### config.mk
export PLATFORM = sky130hd
export DESIGN_NAME = hsync_cleaner
export DESIGN_NICKNAME = d
export VERILOG_FILES = /design/src/rtl/hsync_cleaner.sv
export SDC_FILE = /design/constraint.sdc
export NUM_CORES = 1
export LEC_CHECK = 0
export CAP_MARGIN = 20
export CORE_UTILIZATION = 25
export CTS_CLUSTER_SIZE = 14
export DETAILED_ROUTE_END_ITERATION = 8
export DONT_BUFFER_PORTS = 1
export HOLD_SLACK_MARGIN = 0.05
export PLACE_DENSITY = 0.5
export RECOVER_POWER = 50
export SETUP_SLACK_MARGIN = 0.05
export SYNTH_ARGS = -nofsm -noshare
export SYNTH_HDL_FRONTEND = slang
export SYNTH_SLANG_ARGS = --single-unit
### constraint.sdc
create_clock -name clk -period 8.2 [get_ports clk]
set_clock_uncertainty 0.15 [all_clocks]
set_input_delay 1.64 -clock clk [delete_from_list [all_inputs] [get_ports clk]]
set_output_delay 1.64 -clock clk [all_outputs]
set_load 0.02 [all_outputs]
### src/rtl/hsync_cleaner.sv
module hsync_cleaner #(
  parameter int CW        = 16,
  parameter int XW        = 8,
  parameter int PULSE_LEN = 32,
  parameter int TOL       = 2
) (
  input  logic          clk,
  input  logic          rst_n,
  input  logic          sync_in,
  input  logic [XW-1:0] win_x,
  input  logic          use_filtered,
  input  logic          use_regen,
  input  logic          status_clr,
  output logic          filt_hs,
  output logic          regen_hs,
  output logic          extra_seen,
  output logic          clkgen_hs,
  output logic          proc_hs
);
  localparam int PCW = $clog2(PULSE_LEN + 1);
  localparam logic [CW-1:0] CMAX = '1;

  logic          sync_q, have_edge, prev_ok, locked, filt_r, extra_r;
  logic [CW-1:0] since, prev_int, per, ph;
  logic [PCW-1:0] rcnt;

  function automatic logic near(input logic [CW-1:0] a, input logic [CW-1:0] b);
    logic [CW-1:0] d;
    d = (a > b) ? a - b : b - a;
    return d <= CW'(TOL);
  endfunction

  wire [CW:0] xz       = {{(CW + 1 - XW){1'b0}}, win_x};
  wire [CW:0] ph_ext   = {1'b0, ph};
  wire        early_ok = (ph_ext + xz) >= {1'b0, per};
  wire        late_ok  = ph_ext <= xz;
  wire        edge_w   = sync_in & ~sync_q;
  wire        in_win   = ~locked | early_ok | late_ok;
  wire        acc      = edge_w & in_win;
  wire        rej      = edge_w & ~in_win;
  wire        wrap     = locked & (ph >= per);
  wire        fire     = (acc & (~locked | ~late_ok)) | wrap;

  always_ff @(posedge clk) begin
    if (!rst_n) begin
      sync_q    <= 1'b0;
      have_edge <= 1'b0;
      prev_ok   <= 1'b0;
      locked    <= 1'b0;
      since     <= '0;
      prev_int  <= '0;
      per       <= '0;
      ph        <= '0;
    end else begin
      sync_q <= sync_in;
      if (acc) since <= CW'(1);
      else if (since != CMAX) since <= since + 1'b1;
      if (acc) have_edge <= 1'b1;
      if (acc && have_edge) begin
        if (!locked) begin
          prev_int <= since;
          prev_ok  <= 1'b1;
          if (prev_ok && near(since, prev_int)) begin
            locked <= 1'b1;
            per    <= since;
          end
        end else if (near(since, per)) begin
          per <= since;
        end
      end
      if (acc || wrap) ph <= CW'(1);
      else if (ph != CMAX) ph <= ph + 1'b1;
    end
  end

  always_ff @(posedge clk) begin
    if (!rst_n) begin
      rcnt    <= '0;
      filt_r  <= 1'b0;
      extra_r <= 1'b0;
    end else begin
      if (fire) rcnt <= PCW'(PULSE_LEN);
      else if (rcnt != '0) rcnt <= rcnt - 1'b1;
      filt_r  <= acc | (filt_r & sync_in);
      extra_r <= rej | (extra_r & ~status_clr);
    end
  end

  assign filt_hs    = filt_r;
  assign regen_hs   = rcnt != '0;
  assign extra_seen = extra_r;
  assign clkgen_hs  = use_filtered ? filt_r : sync_q;
  assign proc_hs    = use_regen ? regen_hs : sync_q;

  AST_UNLOCKED_QUIET: assert property (@(posedge clk) disable iff (!rst_n) !locked |-> !extra_r);
  AST_LOCK_HOLDS: assert property (@(posedge clk) disable iff (!rst_n) locked |=> locked);
  AST_FREERUN_FIRES: assert property (@(posedge clk) disable iff (!rst_n) wrap |=> regen_hs);
  AST_REJECT_BLOCKED: assert property (@(posedge clk) disable iff (!rst_n) rej |=> !filt_hs);
  AST_REJECT_FLAGS: assert property (@(posedge clk) disable iff (!rst_n) rej |=> extra_seen);
  AST_FLAG_STICKY: assert property (@(posedge clk) disable iff (!rst_n) extra_r && !status_clr |=> extra_seen);
  AST_PERIOD_HOLD: assert property (@(posedge clk) disable iff (!rst_n) locked && !acc |=> $stable(per));
endmodule

==> impl_metrics.prom <==
# TYPE chip_impl_metric gauge
chip_impl_info{name="run_status",value="finished, final reports clean"} 1
chip_impl_info{name="crit_family",value="compound AO/OA/AOI/OAI gates"} 1
chip_impl_metric{name="design_power",unit="mW"} 1.05
chip_impl_metric{name="routed_wl",unit="microns"} 21300
chip_impl_metric{name="global_route_wire_length_before_repair",unit="microns"} 34300
chip_impl_metric{name="final_hold_viol_count",unit=""} 0
chip_impl_metric{name="synthesis.area",unit="sq um"} 8010
chip_impl_metric{name="synthesis.area_per_instance",unit="sq um"} 7.84
chip_impl_metric{name="num_clock_sinks",unit=""} 76
chip_impl_metric{name="worst_slew_pin_slew",unit="ns"} 1.01
chip_impl_info{name="grt_setup_unrepaired",value="false"} 1
chip_impl_info{name="critical_path.endpoint_type",value="flop"} 1
chip_impl_metric{name="cts_repair_resize_count",unit=""} 0
chip_impl_metric{name="gp_routability_congestion",unit=""} 0.852
chip_impl_metric{name="floorplan.io_pins",unit=""} 19
chip_impl_metric{name="async_reset_ff_frac",unit=""} 0
chip_impl_metric{name="grt_remaining_overflow",unit=""} 0
chip_impl_metric{name="cts_made_buffers",unit=""} 9
chip_impl_metric{name="detailed_place.area",unit="sq um"} 8320
chip_impl_metric{name="maximum_number_of_pins_on_one_net_before_global_route_repair",unit=""} 61
chip_impl_metric{name="cp.required",unit="ns"} 8.31
chip_impl_metric{name="post_drt_wl_per_cell",unit="microns"} 15.2
chip_impl_metric{name="fmaxAchievable",unit="MHz"} 151
chip_impl_info{name="ys_top_cells_by_area",value="dfxtp_1 (19%), ha_1 (18%), mux2i_1 (4.9%), a21oi_1 (4.6%), inv_1 (4.2%)"} 1
chip_impl_metric{name="cts_setup_buffers",unit=""} 0
chip_impl_metric{name="num-fill-cells",unit=""} 3482
chip_impl_metric{name="area_overhead_vs_synth",unit="%"} 7.78
chip_impl_metric{name="p_seq_frac",unit=""} 0.377
chip_impl_metric{name="viasPerCell",unit=""} 4.96
chip_impl_metric{name="ff_latch_area",unit="sq um"} 1520
chip_impl_info{name="synth-main-ff-cell",value="dfxtp_1"} 1
chip_impl_metric{name="detailed_place_hpwl",unit="microns"} 17200
chip_impl_metric{name="finalInstanceArea",unit="sq um"} 8630
chip_impl_metric{name="drt_iter0_markers",unit=""} 378
chip_impl_metric{name="timing.critical_path.arrival",unit="ns"} 6.74
chip_impl_metric{name="clkTransAtPathRegs",unit="ns"} 0.06
chip_impl_metric{name="dp_worst_setup_slack",unit="ns"} 1.25
chip_impl_metric{name="finalSetupViolations",unit=""} 0
chip_impl_info{name="worst_path_class_setup",value="in -> reg"} 1
chip_impl_metric{name="postSynthCellCount",unit=""} 1022
chip_impl_metric{name="maxCapViolCount",unit=""} 0
chip_impl_metric{name="fraction_of_the_yosys_area_taken_by_sequential_cells",unit=""} 0.190
chip_impl_metric{name="min_period_over_period",unit=""} 0.808
chip_impl_metric{name="synth_fp_nets",unit=""} 1155
chip_impl_info{name="post-synth-top-count-cell",value="ha_1"} 1
chip_impl_metric{name="cts_max_level",unit=""} 3
chip_impl_metric{name="yosys.cell_types.count",unit=""} 77
chip_impl_metric{name="r2r_setup_slack",unit="ns"} 2.46
chip_impl_metric{name="synth_top_cell_area_share",unit=""} 0.190
chip_impl_metric{name="cts.path.max_buffers",unit=""} 2
chip_impl_metric{name="source_to_sink_clock_delay_at_the_later_pin_of_the_worst_skew_pair",unit="ns"} 0.35
chip_impl_metric{name="fin_nets",unit=""} 1126
chip_impl_info{name="tritoncts",value="yes"} 1
chip_impl_metric{name="antenna_found_initial",unit=""} 0
chip_impl_metric{name="critical_path.max_fanout",unit=""} 16
chip_impl_metric{name="placed_cells_incl_taps",unit=""} 1384
chip_impl_metric{name="area_taken_by_multi_input_logic_gates",unit="sq um"} 5950
chip_impl_metric{name="timing.final.crit_period",unit="ns"} 6.62
chip_impl_metric{name="vias_in_the_first_global_route",unit=""} 6677
chip_impl_metric{name="internal-power",unit="mW"} 0.743
chip_impl_metric{name="dr_total_vias",unit=""} 6938
chip_impl_metric{name="yosysWarningCount",unit=""} 0
chip_impl_metric{name="route.detailed.drc",unit=""} 0
chip_impl_metric{name="global_route.usage.total",unit=""} 0.130
chip_impl_metric{name="combinationalPowerShare",unit=""} 0.214
chip_impl_metric{name="switching_share",unit=""} 0.291
chip_impl_metric{name="power_density",unit="nW/um^2"} 121
chip_impl_metric{name="clockPowerShare",unit=""} 0.409
chip_impl_metric{name="power.leakage",unit="nW"} 3.69
chip_impl_info{name="timing.critical_path.cells",value="inv_1 > ha_1 > nor2b_1 > o21bai_1 > a21oi_1 > o21bai_1 > a21oi_1 > o21ai_0 > a21oi_1 > o21ai_0 > nor2_1 > xor2_1 > ha_1 > o21a_1 > o21ai_0 > o21ai_0 > a2111oi_0 > a21oi_1 > nand2b_1 > or2_2 > a211oi_1"} 1
chip_impl_metric{name="switchingPower",unit="mW"} 0.305
chip_impl_metric{name="port_buffers",unit=""} 0
chip_impl_metric{name="floorplan.initialDensity",unit=""} 0.254
chip_impl_info{name="critical-path-slowest-cell",value="or2_2"} 1
chip_impl_metric{name="postSynthRegisterBits",unit=""} 76
chip_impl_info{name="clockRootBuffer",value="clkbuf_16"} 1
chip_impl_metric{name="die_w",unit="microns"} 181
chip_impl_info{name="synth.cells.most_frequent",value="ha_1 (114), inv_1 (90), nand2_1 (82), nor2_1 (82), dfxtp_1 (76)"} 1
chip_impl_metric{name="fin_cells",unit=""} 1400
chip_impl_metric{name="irDropWorstVdd",unit="uV"} 136
chip_impl_metric{name="final-max-slew-violation-count",unit=""} 0
chip_impl_metric{name="synth_edf_count",unit=""} 0
chip_impl_metric{name="tns",unit="ns"} 0
chip_impl_metric{name="insertedDiodeCount",unit=""} 0
chip_impl_metric{name="antenna_violating_nets_post_route",unit=""} 0
chip_impl_metric{name="rows",unit=""} 65
chip_impl_metric{name="final.hold.worst_slack",unit="ns"} 0.315
chip_impl_metric{name="slowest_delay",unit="ns"} 0.59
chip_impl_info{name="synth_top_area_cell",value="dfxtp_1"} 1
chip_impl_metric{name="finalWorstSetupSlack",unit="ns"} 1.58
chip_impl_metric{name="chipHeight",unit="microns"} 181
chip_impl_metric{name="drt_pass1_iterations",unit=""} 5
chip_impl_metric{name="core",unit="sq um"} 31600
chip_impl_metric{name="fraction_of_final_layout_cells_with_drive_strength_greater_than_1",unit=""} 0.0401
chip_impl_metric{name="post_cts_hold_fix_bufs",unit=""} 0
chip_impl_metric{name="floorplan.die_area",unit="sq um"} 32800
chip_impl_info{name="setup.worst_path.start_class",value="input port"} 1
chip_impl_metric{name="max_slew_margin",unit=""} 0.322
chip_impl_metric{name="fin_util",unit=""} 0.274
chip_impl_info{name="worstHoldPathType",value="reg -> reg"} 1
chip_impl_metric{name="crit_buf_inv",unit=""} 1
==> metal layers <==
layer	share of wire	wire length, microns	track usage	vias up
met5	0	0	0	-
met4	0.027	580	0.0458	0
met3	0.028	593	0.0206	34
met2	0.45	9540	0.213	96
met1	0.50	10500	0.173	3251
li1	-	-	-	3557
==> cells in the final DEF (no fill, tap or decap), types with 7 or more instances in the layout <==
cell and n:
mux2i_1 39, nand2_1 82, dfxtp_1 76, a21oi_1 74
a31oi_1 9, nor3_1 21, nand2b_1 19, and2_1 21
nor3b_1 7, o21a_1 15, inv_1 90, clkbuf_16 9
o2111ai_1 7, and3_1 11, nand4_1 17, a21o_1 22
ha_1 114, o21ai_0 46, xnor2_1 35, nor2_1 82
xor2_1 27, a211oi_1 15, nor2b_1 13, nand3_1 31
==> logic make-up after synthesis <==
| family | Yosys count | share of synthesized area |
|---|---|---|
| and+or+nand+nor | 339 | 0.214 |
| AOI/OAI and AO/OA | 253 | 0.217 |
| buffers and inverters | 131 | 0.0675 |
| adders and majority gates | 119 | 0.191 |
| DFF | 76 | 0.190 |
| xor gates and xnor gates | 62 | 0.0678 |
| muxes | 42 | 0.0530 |
==> final timing paths <==
check | end | startpoint | cells after the start
hold / removal | per[15] | per[15] | 2
setup / recovery | ph[12] | win_x[1] | 21
setup reg to reg | ph[12] | ph[2] | 19
hold reg to reg | per[15] | per[15] | 2
==> cell type report <==
| cell class | count | share of cell area |
|---|---|---|
| well taps | 402 | 0.0583 |
| multi-input cells | 815 | 0.689 |
| flip-flops and latches | 76 | 0.176 |
| inverters | 90 | 0.0391 |
| repair buffers | 1 | 0.000870 |
| clock inverters | 6 | 0.0100 |
| clock buffers | 10 | 0.0265 |
==> power by group through the flow <==
stage               sequential, mW  clock (mW)  combinational [mW]
CTS                          0.395       0.442               0.225
finish                       0.395       0.429               0.224
global route                 0.397       0.455               0.249
detailed placement           0.403           0               0.224
floorplan                    0.399           0               0.184
global placement             0.403           0               0.223
==> sequential cells by signal (all words and copies together) (netlist names) <==
name,flops
sync_q,1
have_edge,1
prev_int,16
filt_hs,1
since,16
prev_ok,1
extra_seen,1
ph,16
locked,1
rcnt,6
per,16
==> tightest hold or removal path, stage by stage, from the launching register on <==
cell and delay (ns):
dfxtp_1 0.31, nand2_1 0.05, mux2i_1 0.06
No activity file was read; power rests on OpenSTA's default activity.
